<file path="src/rtl/pwm_trim.sv">
module pwm_trim #(
  parameter int DUTY_W = 6,
  parameter int TRIM_W = 4
) (
  input  logic              clk,
  input  logic              rst,
  input  logic [DUTY_W-1:0] duty_i,
  input  logic [TRIM_W-1:0] trim_i,
  input  logic              pol_i,
  output logic              pw_o
);
  localparam int WID_W = DUTY_W + 1;

  logic [DUTY_W-1:0] tick;
  logic [TRIM_W-1:0] period;
  logic [DUTY_W-1:0] duty_q;
  logic [TRIM_W-1:0] trim_q;
  logic              pol_q;
  logic [TRIM_W-1:0] sel;
  logic              pw_q;

  wire frame_end = (&tick) & (&period);

  // trim bit k picks periods whose lowest set bit sits at TRIM_W-1-k
  for (genvar k = 0; k < TRIM_W; k++) begin : g_sel
    localparam int J = TRIM_W - 1 - k;
    assign sel[k] = trim_q[k] & period[J] & ~|(period & TRIM_W'((1 << J) - 1));
  end

  wire             extra  = |sel;
  wire [WID_W-1:0] width  = {1'b0, duty_q} + WID_W'(extra);
  wire             active = {1'b0, tick} < width;

  always_ff @(posedge clk) begin
    if (rst) begin
      tick   <= '0;
      period <= '0;
      duty_q <= duty_i;
      trim_q <= trim_i;
      pol_q  <= pol_i;
      pw_q   <= pol_i;
    end else begin
      tick <= tick + 1'b1;
      if (&tick) period <= period + 1'b1;
      if (frame_end) begin
        duty_q <= duty_i;
        trim_q <= trim_i;
        pol_q  <= pol_i;
      end
      pw_q <= active ^ pol_q;
    end
  end

  assign pw_o = pw_q;
endmodule

</file>
<file path="config.mk">
export PLATFORM = sky130hd
export DESIGN_NAME = pwm_trim
export DESIGN_NICKNAME = d
export VERILOG_FILES = /design/src/rtl/pwm_trim.sv
export SDC_FILE = /design/constraint.sdc
export NUM_CORES = 1
export LEC_CHECK = 0
export ABC_AREA = 0
export BUFFER_PORTS_ARGS = -buffer_cell sky130_fd_sc_hd__buf_2
export CORE_ASPECT_RATIO = 1.5
export CORE_MARGIN = 2
export CORE_UTILIZATION = 50
export DETAILED_ROUTE_END_ITERATION = 10
export PLACE_DENSITY = 0.8
export SLEW_MARGIN = 20
export SYNTH_ARGS = -nofsm -noshare
export SYNTH_HDL_FRONTEND = slang
export SYNTH_SLANG_ARGS = --single-unit
</file>
<file path="constraint.sdc">
create_clock -name clk -period 6.7 [get_ports clk]
set_clock_uncertainty 0.1 [all_clocks]
set_input_delay 1.005 -clock clk [delete_from_list [all_inputs] [get_ports clk]]
set_output_delay 1.005 -clock clk [all_outputs]
set_load 0.02 [all_outputs]
</file>
==> results.json <==
{
  "async_flop_share_pct": 0,
  "whs_path_depth": 1,
  "drtPass1Iterations": 3,
  "finalSetupViolCount": 0,
  "holdCritStartpoint": "tick[0]",
  "slew_violations": 0,
  "hold_slack_ns": 0.385,
  "crit_fanout": 5,
  "r2r_start": "period[0]",
  "grtUsageTotal_pct": 15.1,
  "setup.worst_path.start_class": "flop",
  "whs_endpoint": "tick[0]",
  "synth_edf_count": 11,
  "p_per_area_nw_per_um2": 229,
  "status": "finished, final reports clean",
  "fin_ws_ns": 3.77,
  "fin_area_um2": 1190,
  "numPortBuffers": 13,
  "core-area_um2": 2000,
  "yosys.area.top_type": "edfxtp_1",
  "synthFlopType": "edfxtp_1",
  "reg2reg_to": "pw_o",
  "drive_gt1_share_pct": 20.6,
  "hold_viol_final": 0,
  "ys_warn_count": 0,
  "arrival_ns": 3.06,
  "area_growth_pct": 13.5,
  "syn_area_um2": 1050,
  "cts_hold_buf": 0,
  "post-route-drc-count": 0,
  "drt-total-wl_mm": 1.60,
  "cts_root_buf": "clkbuf_4",
  "rr_worst_depth": 12,
  "final_cells": 129,
  "placed_cell_area_um2": 1140,
  "clock_latency_ns": 0.30,
  "cap_violations": 0,
  "initialDrtViolationCount": 10,
  "dpl.cell_count": 125,
  "ys_seq_area_share_pct": 52.6,
  "hpwlAfterDp_mm": 1.30,
  "ant_nets": 0,
  "wire_per_inst_um": 12.4,
  "cts_buffers": 3,
  "worst_pin_slew_ns": 0.456,
  "top_level_ports": 14,
  "rows": 20,
  "routed_via_density": 5.36,
  "syn-num-nets": 115,
  "rsz0062_at_grt": "no",
  "synthTopCellsByArea": "edfxtp_1 (32%), dfxtp_1 (21%), ha_1 (13%)",
  "clk_pin_slew_worst_paths_ns": 0.12,
  "start_util_pct": 52.3,
  "nNetsFinal": 132,
  "fin_tns_setup_ns": 0,
  "die-area_um2": 2480,
  "max_freq_mhz": 342,
  "critPathKind": "flop to flop",
  "grt_pass1_wl_mm": 2.55,
  "netlist_instances": 91,
  "synth_cell_types": 29,
  "clkSinkCount": 22,
  "antennaDiodeCount": 0,
  "die_h_um": 60.1,
  "power.leakage_nw": 0.497,
  "pre_cts_ws_ns": 3.77,
  "postCtsSetupBuffers": 0,
  "die_w_um": 41.4,
  "ctsResizeCount": 0,
  "cts.path.max_buffers": 2,
  "ys_seq_elements": 22,
  "synth_top_area_share_pct": 31.5,
  "netlist_top_cells_count": "dfxtp_1 (11), edfxtp_1 (11), ha_1 (11)",
  "crit_path_end_kind": "flop",
  "grt_antenna_before_repair": 0,
  "ir_drop_mv": 0.148,
  "grt_max_degree": 14,
  "grt_overflow_total": 0,
  "fin_crit_sh_pct": 43.7,
  "gp_congestion": 0.705,
  "critPathRequiredTime_ns": 6.83,
  "via_count": 692,
  "cts_tree": "built",
  "relSlewSlack_pct": 69.6,
  "grt_pass1_vias": 643,
  "period_minus_slack_ns": 2.93,
  "syn_area_per_cell_um2": 11.5,
  "rrSetupSlack_ns": 3.77,
  "min_path_type": "flop to flop",
  "cts.htree.levels": 1
}
logic make-up after synthesis:
family	share of synthesized area, %
DFF	52.6
adders and majority gates	13.1
xor gates and xnor gates	8.36
and+or+nand+nor	14.8
AOI/OAI and AO/OA	9.68
buffers and inverters	1.43
layer usage:
layer	GRT usage (%)	wire length (µm)	vias to the layer above
li1	-	-	357
met4	4.15	11	0
met5	0	0	-
met3	2.23	46	2
met2	27.9	918	10
met1	16.5	627	323
power by group:
group | internal (mW) | switching, mW
Clock | 0.0604 | 0.0389
Combinational | 0.00943 | 0.00976
Sequential | 0.149 | 0.00474
metrics by stage:
stage	utilization [%]	power [mW]
after floorplan	-	0.168
after global placement	56.8	0.175
after detailed placement	56.8	0.177
after CTS	59.4	0.274
after global routing	59.4	0.281
final	59.4	0.273
cell usage in the layout (no fill, tap or decap), drive strengths merged, types with 2 or more instances in the layout:
cell type,instances
xnor2,3
nor2,8
a21oi,3
a21o,2
nand3,8
edfxtp,11
buf,13
inv,3
ha,11
o21ai,4
nand2,7
clkbuf,3
and3,2
dfxtp,11
xor2,7
how the worst max path moves through the flow:
stage / start / end / slack, ns / cells past startpoint
2_1_floorplan: period[0] / pw_o / 3.98 / 13
3_3_place_gp: period[0] / pw_o / 3.88 / 13
3_5_place_dp: period[0] / pw_o / 3.77 / 12
4_1_cts: period[0] / pw_o / 3.74 / 12
5_1_grt: period[0] / pw_o / 3.53 / 12
6_report: period[0] / pw_o / 3.77 / 12
cell type report:
type	count	area, µm²
fillers	170	813
clock inverters	1	30.0
multi-input cells	65	482
well taps	22	27.5
flip-flops and latches	22	551
repair buffers	13	65.1
inverters	3	11.3
clock buffers	3	22.5
flip-flops by register name, indices dropped and copies added, names as in the netlist:
| register | flops |
|---|---|
| duty_q | 6 |
| tick | 6 |
| period | 4 |
| trim_q | 4 |
| pol_q | 1 |
| pw_o | 1 |
worst max-delay path, cell delays in order (launching register included):
cell,delay (ns)
dfxtp_1,0.43
inv_1,0.08
ha_1,0.21
a221o_1,0.34
ha_1,0.19
ha_1,0.21
xnor2_1,0.20
ha_1,0.29
a21o_1,0.19
a31oi_1,0.17
o21ai_1,0.11
and3b_1,0.19
o31ai_2,0.16
Note: power is estimated with default switching activity, not from simulation.
